### config.mk
export PLATFORM = sky130hd
export DESIGN_NAME = sram_async_ctrl
export DESIGN_NICKNAME = d
export VERILOG_FILES = /design/src/rtl/sram_ctrl_pkg.sv /design/src/rtl/sram_phase_timer.sv /design/src/rtl/sram_gap_tracker.sv /design/src/rtl/sram_lane_decode.sv /design/src/rtl/sram_async_ctrl.sv
export SDC_FILE = /design/constraint.sdc
export NUM_CORES = 1
export LEC_CHECK = 0
export CAP_MARGIN = 20
export CORE_AREA = 4 4 97 99
export CTS_CLUSTER_SIZE = 12
export DETAILED_ROUTE_END_ITERATION = 10
export DIE_AREA = 0 0 101 103
export PLACE_DENSITY_LB_ADDON = 0.25
export SYNTH_ARGS = -nofsm -noshare
export SYNTH_HDL_FRONTEND = slang
export SYNTH_SLANG_ARGS = --single-unit
export TNS_END_PERCENT = 50
### constraint.sdc
create_clock -name clk -period 2.37 [get_ports clk]
set_clock_uncertainty 0.05 [all_clocks]
set_input_delay 0.474 -clock clk [delete_from_list [all_inputs] [get_ports clk]]
set_output_delay 0.474 -clock clk [all_outputs]
set_load 0.03 [all_outputs]
### src/rtl/sram_ctrl_pkg.sv
// Package sram_ctrl_pkg
// Shared sequencer state encoding and small compile-time helpers for the
// asynchronous SRAM controller. Assumes no particular tool or target.
package sram_ctrl_pkg;

    // Phases of one RAM access; IDLE is the only state that accepts a command.
    typedef enum logic [2:0] {
        ST_IDLE   = 3'd0,
        ST_SETUP  = 3'd1,
        ST_TURN   = 3'd2,
        ST_WPULSE = 3'd3,
        ST_WHOLD  = 3'd4,
        ST_RACC   = 3'd5
    } seq_state_t;

    // Larger of two cycle counts, used to size the write pulse.
    function automatic int unsigned max_cycles(input int unsigned a, input int unsigned b);
        return (a > b) ? a : b;
    endfunction

endpackage

### src/rtl/sram_phase_timer.sv
// Module sram_phase_timer
// Down-counter that measures the length of one access phase. The sequencer
// loads (length-1) on the edge that enters a phase; the phase ends on the
// edge where expired is high. Assumes every phase length is at least 1.
module sram_phase_timer #(
    parameter int unsigned CNT_W = 4
) (
    input  logic             clk,
    input  logic             rst_n,
    input  logic             load,
    input  logic [CNT_W-1:0] load_val,
    output logic             expired
);

    logic [CNT_W-1:0] cnt_q;

    // Load a new phase length or count the current one down to zero.
    always_ff @(posedge clk) begin
        if (!rst_n) begin
            cnt_q <= '0;
        end else if (load) begin
            cnt_q <= load_val;
        end else if (cnt_q != '0) begin
            cnt_q <= cnt_q - 1'b1;
        end
    end

    assign expired = (cnt_q == '0);

    // once a phase has run out it stays run out until reloaded.
    p_timer_hold_r3: assert property (@(posedge clk) disable iff (!rst_n)
        (expired && !load) |=> expired);

endmodule

### src/rtl/sram_gap_tracker.sv
// Module sram_gap_tracker
// Counts the cycles that pass after a read releases output enable, so the
// sequencer knows when it may turn the data bus around and drive it.
// Assumes TURN_CYC >= 1. clear is high once the next edge may start driving.
module sram_gap_tracker #(
    parameter int unsigned TURN_CYC = 3
) (
    input  logic clk,
    input  logic rst_n,
    input  logic read_end,
    output logic clear
);

    localparam int unsigned GW = $clog2(TURN_CYC + 1) + 1;

    logic [GW-1:0] gap_q;

    // Restart the turnaround window at the end of each read, then run down.
    always_ff @(posedge clk) begin
        if (!rst_n) begin
            gap_q <= '0;
        end else if (read_end) begin
            gap_q <= GW'(TURN_CYC);
        end else if (gap_q != '0) begin
            gap_q <= gap_q - 1'b1;
        end
    end

    assign clear = (gap_q <= GW'(1));

    // the window never runs past its configured length.
    p_gap_bound_r8: assert property (@(posedge clk) disable iff (!rst_n)
        gap_q <= GW'(TURN_CYC));

endmodule

### src/rtl/sram_lane_decode.sv
// Module sram_lane_decode
// Per-byte-lane logic: turns the byte mask into active-low strobes while a
// strobe phase is active, and zeroes unselected lanes of incoming read data.
// Lane i covers data bits i*LANE_W+LANE_W-1 : i*LANE_W.
module sram_lane_decode #(
    parameter int unsigned LANES  = 2,
    parameter int unsigned LANE_W = 8,
    localparam int unsigned DW    = LANES * LANE_W
) (
    input  logic             strobe_en,
    input  logic [LANES-1:0] mask,
    input  logic [DW-1:0]    dq_in,
    output logic [LANES-1:0] byte_n,
    output logic [DW-1:0]    rdata_masked
);

    // One strobe and one read-data lane per byte lane.
    for (genvar i = 0; i < LANES; i++) begin : g_lane
        assign byte_n[i] = !(strobe_en && mask[i]);
        assign rdata_masked[i*LANE_W +: LANE_W] =
            mask[i] ? dq_in[i*LANE_W +: LANE_W] : '0;
    end

    // no strobe ever fires outside a strobe phase.
    always_comb begin
        if (!strobe_en) begin
            a_lane_idle_r4: assert (&byte_n);
        end
    end

endmodule

### src/rtl/sram_async_ctrl.sv
// Module sram_async_ctrl
// Host-side controller for an asynchronous 16-bit SRAM with dual-polarity
// chip enables, write enable, output enable and per-byte strobes. Accepts one
// command at a time on valid/ready, sequences the pins with programmable
// cycle counts, and returns read data with a one-cycle done pulse.
// Assumes all timing parameters are >= 1 and that pad tristating is done
// outside using mem_dq_drive. RAM pins are decoded from registered state.
module sram_async_ctrl
    import sram_ctrl_pkg::*;
#(
    parameter int unsigned ADDR_W  = 19,
    parameter int unsigned LANES   = 2,
    parameter int unsigned LANE_W  = 8,
    parameter int unsigned T_ACC   = 3,
    parameter int unsigned T_WP    = 2,
    parameter int unsigned T_SETUP = 3,
    parameter int unsigned T_HOLD  = 2,
    parameter int unsigned T_TURN  = 3
) (
    input  logic                      clk,
    input  logic                      rst_n,
    input  logic                      req_valid,
    output logic                      req_ready,
    input  logic                      req_write,
    input  logic [ADDR_W-1:0]         req_addr,
    input  logic [LANES*LANE_W-1:0]   req_wdata,
    input  logic [LANES-1:0]          req_mask,
    output logic                      rsp_done,
    output logic [LANES*LANE_W-1:0]   rsp_rdata,
    output logic [ADDR_W-1:0]         mem_addr,
    output logic                      mem_ce_n,
    output logic                      mem_ce,
    output logic                      mem_we_n,
    output logic                      mem_oe_n,
    output logic [LANES-1:0]          mem_byte_n,
    output logic [LANES*LANE_W-1:0]   mem_dq_out,
    output logic                      mem_dq_drive,
    input  logic [LANES*LANE_W-1:0]   mem_dq_in
);

    localparam int unsigned DW      = LANES * LANE_W;
    localparam int unsigned PULSE   = max_cycles(T_WP, T_SETUP);
    localparam int unsigned LONGEST = max_cycles(max_cycles(T_ACC, PULSE), T_HOLD);
    localparam int unsigned TW      = $clog2(LONGEST + 1) + 1;

    seq_state_t         state_q;
    logic [ADDR_W-1:0]  addr_q;
    logic [DW-1:0]      wdata_q;
    logic [LANES-1:0]   mask_q;
    logic               wr_q;
    logic               done_q;
    logic [DW-1:0]      rdata_q;

    logic               tmr_load;
    logic [TW-1:0]      tmr_val;
    logic               tmr_expired;
    logic               gap_clear;
    logic               read_end;
    logic               strobe_en;
    logic [DW-1:0]      lane_rdata;

    // Phase length counter shared by access, pulse and hold phases.
    sram_phase_timer #(.CNT_W(TW)) u_timer (
        .clk      (clk),
        .rst_n    (rst_n),
        .load     (tmr_load),
        .load_val (tmr_val),
        .expired  (tmr_expired)
    );

    // Turnaround window after each read.
    sram_gap_tracker #(.TURN_CYC(T_TURN)) u_gap (
        .clk      (clk),
        .rst_n    (rst_n),
        .read_end (read_end),
        .clear    (gap_clear)
    );

    // Byte strobes and read-lane masking.
    sram_lane_decode #(.LANES(LANES), .LANE_W(LANE_W)) u_lanes (
        .strobe_en    (strobe_en),
        .mask         (mask_q),
        .dq_in        (mem_dq_in),
        .byte_n       (mem_byte_n),
        .rdata_masked (lane_rdata)
    );

    assign read_end = (state_q == ST_RACC) && tmr_expired;

    // Pick the phase timer reload for the edge that enters a timed phase.
    always_comb begin
        tmr_load = 1'b0;
        tmr_val  = '0;
        unique case (state_q)
            ST_SETUP: begin
                if (!wr_q) begin
                    tmr_load = 1'b1;
                    tmr_val  = TW'(T_ACC - 1);
                end else if (gap_clear) begin
                    tmr_load = 1'b1;
                    tmr_val  = TW'(PULSE - 1);
                end
            end
            ST_TURN: begin
                if (gap_clear) begin
                    tmr_load = 1'b1;
                    tmr_val  = TW'(PULSE - 1);
                end
            end
            ST_WPULSE: begin
                if (tmr_expired) begin
                    tmr_load = 1'b1;
                    tmr_val  = TW'(T_HOLD - 1);
                end
            end
            default: ;
        endcase
    end

    // Access sequencer: capture the command, step through phases, signal completion.
    always_ff @(posedge clk) begin
        if (!rst_n) begin
            state_q <= ST_IDLE;
            addr_q  <= '0;
            wdata_q <= '0;
            mask_q  <= '0;
            wr_q    <= 1'b0;
            done_q  <= 1'b0;
            rdata_q <= '0;
        end else begin
            done_q <= 1'b0;
            unique case (state_q)
                ST_IDLE: begin
                    if (req_valid) begin
                        addr_q  <= req_addr;
                        wdata_q <= req_wdata;
                        mask_q  <= req_mask;
                        wr_q    <= req_write;
                        state_q <= ST_SETUP;
                    end
                end
                ST_SETUP: begin
                    if (!wr_q) begin
                        state_q <= ST_RACC;
                    end else if (gap_clear) begin
                        state_q <= ST_WPULSE;
                    end else begin
                        state_q <= ST_TURN;
                    end
                end
                ST_TURN: begin
                    if (gap_clear) begin
                        state_q <= ST_WPULSE;
                    end
                end
                ST_WPULSE: begin
                    if (tmr_expired) begin
                        state_q <= ST_WHOLD;
                    end
                end
                ST_WHOLD: begin
                    if (tmr_expired) begin
                        state_q <= ST_IDLE;
                        done_q  <= 1'b1;
                    end
                end
                ST_RACC: begin
                    if (tmr_expired) begin
                        state_q <= ST_IDLE;
                        done_q  <= 1'b1;
                        rdata_q <= lane_rdata;
                    end
                end
                default: state_q <= ST_IDLE;
            endcase
        end
    end

    // Decode RAM control pin levels from the current phase.
    always_comb begin
        mem_ce_n     = 1'b1;
        mem_ce       = 1'b0;
        mem_we_n     = 1'b1;
        mem_oe_n     = 1'b1;
        mem_dq_drive = 1'b0;
        strobe_en    = 1'b0;
        unique case (state_q)
            ST_RACC: begin
                mem_ce_n  = 1'b0;
                mem_ce    = 1'b1;
                mem_oe_n  = 1'b0;
                strobe_en = 1'b1;
            end
            ST_WPULSE: begin
                mem_ce_n     = 1'b0;
                mem_ce       = 1'b1;
                mem_we_n     = 1'b0;
                mem_dq_drive = 1'b1;
                strobe_en    = 1'b1;
            end
            ST_WHOLD: begin
                mem_dq_drive = 1'b1;
            end
            default: ;
        endcase
    end

    assign req_ready  = (state_q == ST_IDLE);
    assign rsp_done   = done_q;
    assign rsp_rdata  = rdata_q;
    assign mem_addr   = addr_q;
    assign mem_dq_out = wdata_q;

    // a ready controller leaves the RAM in standby with the bus released.
    p_standby_ready_r1: assert property (@(posedge clk) disable iff (!rst_n)
        req_ready |-> (mem_ce_n && !mem_ce && mem_we_n && mem_oe_n
                       && (&mem_byte_n) && !mem_dq_drive));

    // output enable and write enable are never low together.
    p_we_oe_excl_r3: assert property (@(posedge clk) disable iff (!rst_n)
        !mem_we_n |-> mem_oe_n);

    // the address moves only with write enable and low enable released on both sides.
    p_addr_move_r7: assert property (@(posedge clk) disable iff (!rst_n)
        !$stable(mem_addr) |-> (mem_we_n && mem_ce_n && $past(mem_we_n) && $past(mem_ce_n)));

    // the bus is never driven during or right after output enable.
    p_no_contention_r8: assert property (@(posedge clk) disable iff (!rst_n)
        mem_dq_drive |-> (mem_oe_n && $past(mem_oe_n)));

    // write data does not change while it is being driven.
    p_wdata_stable_r6: assert property (@(posedge clk) disable iff (!rst_n)
        (mem_dq_drive && $past(mem_dq_drive)) |-> $stable(mem_dq_out));

    // completion is a single-cycle pulse and busy means not ready.
    p_done_pulse_r10: assert property (@(posedge clk) disable iff (!rst_n)
        rsp_done |=> !rsp_done);
    p_busy_not_ready_r10: assert property (@(posedge clk) disable iff (!rst_n)
        (req_ready && req_valid) |=> !req_ready);

endmodule

==> results by group, run 1 <==
Global route
  – First-pass GRT wire length: 10500 um
  – Total congestion overflow after global routing: 0
  – Number of global-route vias before repair: 2125
  – Largest net degree at the start of global routing: 39
  – Number of antenna violations at the first check in global routing: 0
  – Total Routing Usage GR: 0.129

Place
  – Weighted congestion at the end of routability-driven global placement: 0.745
  – Number of cells in the design after placement: 496
  – Count of input and output buffers: 116
  – HPWL after detailed placement: 4710 um

Route
  – Number of DRC markers in iteration 0: 76
  – Detailed-route DRC error count: 0
  – Antenna viol nets, final: 0
  – Average wire length per cell after detail routing: 13.1 um
  – Vias per cell: 4.48
  – Via count of the routed design: 2293
  – First-pass DRT Iterations: 4
  – Total wirelength of the detailed-routed design: 6700 um

Timing
  – Pins over their slew limit: 0
  – Unrepaired setup endpoints after global routing: false
  – Summed negative setup slack over all endpoints: 0 ns
  – Headroom to the max-slew limit: 0.680
  – Number of failing setup endpoints in the final timing report: 0
  – Fraction of the cycle the final worst path needs: 0.913
  – Transition at the pin with the smallest max-transition slack: 0.478 ns
  – Fin. Hold Viols: 0
  – Post-layout min period: 2.16 ns
  – Highest Clock Rate: 462 MHz

Worst setup path
  – Critical path arrival: 1.64 ns
  – Critical path data required time: 1.85 ns
  – Endpoint kind of the worst setup timing path: output port
  – Maximum net fanout on the critical path: 9
  – Setup crit start kind: flop
  – Flop2flop setup slack: 0.61 ns
  – Crit Path Category: flop to output port

Clock network
  – Maximum buffer depth of the clock tree: 2
  – Number of buffers inserted for hold repair after clock tree synthesis: 0
  – Clock tree from TritonCTS: yes
  – Root buffer cell: clkbuf_8
  – Post-CTS setup repair buffer count: 0
  – Total CTS buffers: 9
  – Deepest level of the CTS H-tree: 3
  – Register clock-pin slew on the reported worst setup and hold paths: 0.07 ns
  – Clock sinks: 64
  – Clk Latency, worst-skew pair: 0.33 ns

Yosys
  – Part of the Yosys area used for sequential elements: 0.513
  – Number of different library cells in the post-synthesis netlist: 34
  – Mapped Area: 2500 um2
  – Syn avg cell area: 8.70 um2
  – Number of enable-type register cells in the synthesized netlist: 0
  – Top_reg_cell synth: dfxtp_1
  – Flip-flop and latch count after synthesis: 64
  – Mapped Cells: 287
  – Yosys synthesis warning count: 0
  – FFs w/ async S/R, synth: 0
  – Number of nets in the synthesized netlist: 349

Finish
  – Layout Nets: 461
  – Layout cells sized above 1: 0.0718
  – P&R area growth vs syn: 56.0%
  – Number of filler cells placed in the layout: 821
  – Non-filler cells in the finished layout: 512
  – Leading cell type in the layout, fill and taps excluded: clkdlybuf4s50_1
  – Commonest cells after routing, fill and taps aside: clkdlybuf4s50_1, nand2_1, dfxtp_1, a21oi_1, a22o_1
  – Antenna Diode Count: 0

Die
  – Die Y: 103 um
  – Width of the die: 101 um
  – Number of rows created at floorplan: 34
  – Core ar.: 8550 um2
  – Die area: 10400 um2
  – Initial cell density of the core: 0.292
  – Number of primary I/O pins: 117

Pwr
  – Pwr dens: 935 nW/um2
  – PnR Total Power: 3.64 mW
  – Leakage power total: 1.46 nW
  – Maximum vdd drop: 0.372 mV

Job
  – Maximum capacitance violations: 0

Min path
  – HP Class: flop to flop

Run status
  – Status: finished, final reports clean
report_power, final:
group | total, mW | internal, mW | switching, mW
sequential | 1.35 | 1.24 | 0.105
combinational | 1.37 | 0.572 | 0.796
clock | 0.929 | 0.485 | 0.444
worst paths after layout:
path | startpoint | cells after the start | endpoint
setup / recovery | state_q[2] | 5 | mem_dq_drive
hold reg to reg | mem_dq_out[3] | 2 | mem_dq_out[3]
setup reg to reg | u_timer.cnt_q[0] | 6 | rsp_rdata[6]
hold / removal | mem_dq_out[3] | 2 | mem_dq_out[3]
cell usage after synthesis, types with 2 or more instances:
library cell | number | area [um2]
a21oi_1 | 44 | 220
a22o_1 | 16 | 140
and3_4 | 2 | 22.5
buf_2 | 3 | 15.0
buf_4 | 4 | 30.0
buf_6 | 5 | 56.3
clkbuf_1 | 8 | 30.0
dfxtp_1 | 64 | 1280
ha_1 | 5 | 62.6
inv_1 | 8 | 30.0
mux2i_1 | 2 | 20.0
nand2_1 | 82 | 308
nand2b_1 | 5 | 31.3
nor2_1 | 10 | 37.5
nor2b_1 | 3 | 18.8
nor3_1 | 5 | 25.0
o21a_1 | 3 | 22.5
o21ai_0 | 2 | 10.0
per-layer routing:
metal  up-vias  global-route usage  share of wire
met4         0              0.0552          0.017
met5         -                   0              0
met3        10              0.0744           0.14
met1      1015               0.166           0.45
li1       1180                   -              -
met2        88               0.174           0.39
sequential cells by signal, indices dropped and copies added, names as in the netlist:
register / flops
mem_addr: 19
state_q: 3
u_gap.gap_q: 3
mask_q: 2
rsp_done: 1
u_timer.cnt_q: 3
rsp_rdata: 16
mem_dq_out: 16
wr_q: 1
worst max-delay path, cell delays in order (launching register included):
cell and delay (ns):
dfxtp_2 0.37, nand2b_1 0.19, nor2_1 0.17, inv_1 0.09, o21ai_0 0.07, dlygate4sd2_1 0.42
cell type report:
class | count | area, um2 | share of cell area
Multi-Input combinational cell | 194 | 1050 | 0.270
Sequential cell | 64 | 1280 | 0.329
Timing Repair Buffer | 122 | 1200 | 0.308
Clock inverter | 7 | 72.6 | 0.0186
Inverter | 8 | 30.0 | 0.00771
Tap cell | 108 | 135 | 0.0347
Clock buffer | 9 | 124 | 0.0318
metrics by stage:
| stage | setup slack [ns] | utilization | hold WS [ns] | instance area, um2 |
|---|---|---|---|---|
| 6_report | 0.206 | 0.456 | 0.404 | 3900 |
| 5_1_grt | 0.0511 | 0.456 | 0.424 | 3900 |
| 4_1_cts | 0.0369 | 0.455 | 0.408 | 3890 |
| 3_5_place_dp | 0.189 | 0.433 | 0.397 | 3700 |
| 3_3_place_gp | 0.235 | 0.433 | 0.391 | 3700 |
| 2_1_floorplan | 0.536 | - | 0.395 | 2500 |
what timing repair did:
action,in CTS,in global routing
resized for setup,6,2
setup endpoints to repair,6,5
hold endpoints to repair,0,0
pin swaps,0,0
logic make-up after synthesis:
family,after synthesis,share of synthesized area
AND/OR/NAND/NOR,113,0.199
AO/OA/AOI/OAI,73,0.185
flip-flops,64,0.513
buffers and inverters,29,0.0661
adder cells (fa/ha/maj),5,0.0251
multiplexers,2,0.00802
XOR/XNOR,1,0.00351
(Power assumes the default switching activity.)
==> run 2: changes to the inputs <==
- CORE_AREA: 4 4 97 99 -> 4 4 103 105
- DIE_AREA: 0 0 101 103 -> 0 0 107 109
- SYNTH_HIERARCHICAL: not set -> 1
==> results by group, run 2 <==
Run status
  – Status: finished, final reports clean

Timing
  – Unrepaired setup endpoints after global routing: false
  – Fin. Hold Viols: 0
  – Post-layout min period: 2.27 ns
  – Highest Clock Rate: 441 MHz
  – Fraction of the cycle the final worst path needs: 0.958
  – Summed negative setup slack over all endpoints: 0 ns
  – Minimum setup slack in the final design: 0.100 ns
  – Pins over their slew limit: 0
  – Number of failing setup endpoints in the final timing report: 0

Route
  – Via count of the routed design: 2612
  – Antenna viol nets, final: 0
  – Number of DRC markers in iteration 0: 82
  – Detailed-route DRC error count: 0
  – First-pass DRT Iterations: 4
  – Average wire length per cell after detail routing: 12.9 um
  – Total wirelength of the detailed-routed design: 7740 um
  – Vias per cell: 4.37

Yosys
  – FFs w/ async S/R, synth: 0
  – Area share of the largest cell type after synthesis: 0.446
  – Count leader, synth: nand2_1
  – Number of nets in the synthesized netlist: 405
  – Mapped Cells: 343
  – Part of the Yosys area used for sequential elements: 0.446
  – Cells taking the most area after synthesis: dfxtp_1, nand2_1, a21boi_0, a21boi_1, and2_1
  – Number of different library cells in the post-synthesis netlist: 40
  – Most instantiated cells after synthesis: nand2_1, dfxtp_1, a21boi_0, a21boi_1, and2_1
  – Number of enable-type register cells in the synthesized netlist: 0
  – Top_reg_cell synth: dfxtp_1
  – Flip-flop and latch count after synthesis: 64
  – Syn avg cell area: 8.37 um2
  – Yosys synthesis warning count: 6
  – Mapped Area: 2870 um2
  – Cell accounting for the most synthesized area: dfxtp_1

Finish
  – Final standard cell area without fillers: 4400 um2
  – Area occupied by registers: 1280 um2
  – Area occupied by multi-input gates: 1440 um2
  – Leading cell type in the layout, fill and taps excluded: nand2_1
  – Antenna Diode Count: 0
  – Number of filler cells placed in the layout: 1017
  – P&R area growth vs syn: 53.2%
  – Commonest cells after routing, fill and taps aside: nand2_1, clkdlybuf4s50_1, dfxtp_1, a21boi_0, a21boi_1
  – Layout Nets: 522
  – Number of flip-flops under the largest register name: 19
  – Layout cells sized above 1: 0.0839

Clock network
  – Number of buffers inserted for hold repair after clock tree synthesis: 0
  – Deepest level of the CTS H-tree: 3
  – Cts repair resizes: 2
  – Root buffer cell: clkbuf_8
  – Clock tree from TritonCTS: yes
  – Maximum buffer depth of the clock tree: 2
  – Total CTS buffers: 9
  – Clk Latency, worst-skew pair: 0.33 ns
  – Clock sinks: 64
  – Register clock-pin slew on the reported worst setup and hold paths: 0.07 ns
  – Post-CTS setup repair buffer count: 0

Die
  – Number of primary I/O pins: 117
  – Die Y: 109 um
  – Width of the die: 107 um
  – Initial cell density of the core: 0.298
  – Core ar.: 9640 um2
  – Number of rows created at floorplan: 36
  – Die area: 11700 um2

Pwr
  – Leakage power total: 1.68 nW
  – PnR Total Power: 3.43 mW
  – Pwr dens: 780 nW/um2
  – Maximum vdd drop: 0.300 mV

Place
  – Worst slack at placement: 0.244 ns
  – Weighted congestion at the end of routability-driven global placement: 0.739
  – Placed cell area: 4160 um2
  – Count of input and output buffers: 116
  – HPWL after detailed placement: 5550 um

Worst setup path
  – Maximum net fanout on the critical path: 12
  – Critical path data required time: 1.85 ns
  – Endpoint kind of the worst setup timing path: output port
  – Crit Path Category: flop to output port
  – Crit path largest cell delay: 0.70 ns
  – Critical path arrival: 1.75 ns
  – Setup crit start kind: flop
  – Critical path, cell by cell: buf_4 > nor3_1 > clkdlybuf4s50_1
  – Flop2flop setup slack: 0.31 ns
  – Highest-delay cell along the critical path: clkdlybuf4s50_1

Global route
  – GR Layer Usage met1: 0.171
  – Number of antenna violations at the first check in global routing: 0
  – Met2 Usage GRT: 0.204
  – Met3 Resource Use GR: 0.0545
  – First-pass GRT wire length: 12300 um
  – Number of global-route vias before repair: 2514
  – Total Routing Usage GR: 0.133
  – Total congestion overflow after global routing: 0
  – Largest net degree at the start of global routing: 39
  – Most utilized layer in the global route result: met2

Job
  – Maximum capacitance violations: 0

Min path
  – HP Class: flop to flop
==> run 2: cell count changes in the layout (fill, tap and decap cells not counted), sizes merged, moves of 5 or more <==
cell / change
a21oi: -39
buf: +7
a22o: -16
nand2: +32
and2: +16
a21boi: +54
nor2: -5
==> run 2: final timing paths <==
path                                        from               end  depth (start not counted)
worst max-delay path                  state_q[0]         req_ready                          3
worst min-delay path                mem_addr[10]      mem_addr[10]                          2
worst max register to register  u_timer/cnt_q[0]  u_timer/cnt_q[1]                          9
worst min register to register      mem_addr[10]      mem_addr[10]                          2
==> run 2: final cells by class <==
class                      instances  share of cell area
clock inverter                     5              0.0179
tap                              133              0.0378
timing repair buffer             127               0.282
inverter                          11             0.00939
sequential                        64               0.291
multi-input combinational        247               0.327
clock buffer                      11              0.0344
==> run 2: report_power, final <==
group | switching (mW) | total, mW | internal (mW)
Sequential | 0.0895 | 1.28 | 1.20
Clock | 0.417 | 1.06 | 0.648
Combinational | 0.579 | 1.08 | 0.504
==> run 2: per-stage QoR <==
| step | cells | hold WS, ns | util |
|---|---|---|---|
| global route | 598 | 0.427 | 0.456 |
| floorplan | 343 | 0.428 | - |
| CTS | 598 | 0.404 | 0.456 |
| detailed placement | 582 | 0.396 | 0.432 |
| global placement | 582 | 0.391 | 0.432 |
| finish | 598 | 0.403 | 0.456 |
==> run 2: kinds of logic (layout without fill, tap and decap cells) <==
family                     after synthesis  after routing  synth area share
buffers and inverters                   32            154            0.0567
xor gates and xnor gates                 1              1           0.00305
AOI/OAI and AO/OA                       72             72             0.188
and+or+nand+nor                        168            168             0.282
other                                    1              1           0.00131
DFF                                     64             64             0.446
adders and majority gates                5              5            0.0218
==> run 2: worst max-delay path: cells and delay by family (launching register included) <==
family        cells  cell delay (ns)
buf+inv           2             0.88
flops             1             0.32
simple gates      1             0.20
==> run 2: layer usage <==
layer | vias to the layer above | share of wire | wire length (um)
met5 | - | 0 | 0
met3 | 5 | 0.077 | 592
met2 | 81 | 0.44 | 3370
met4 | 0 | 0.0072 | 56
li1 | 1354 | - | -
met1 | 1172 | 0.48 | 3720
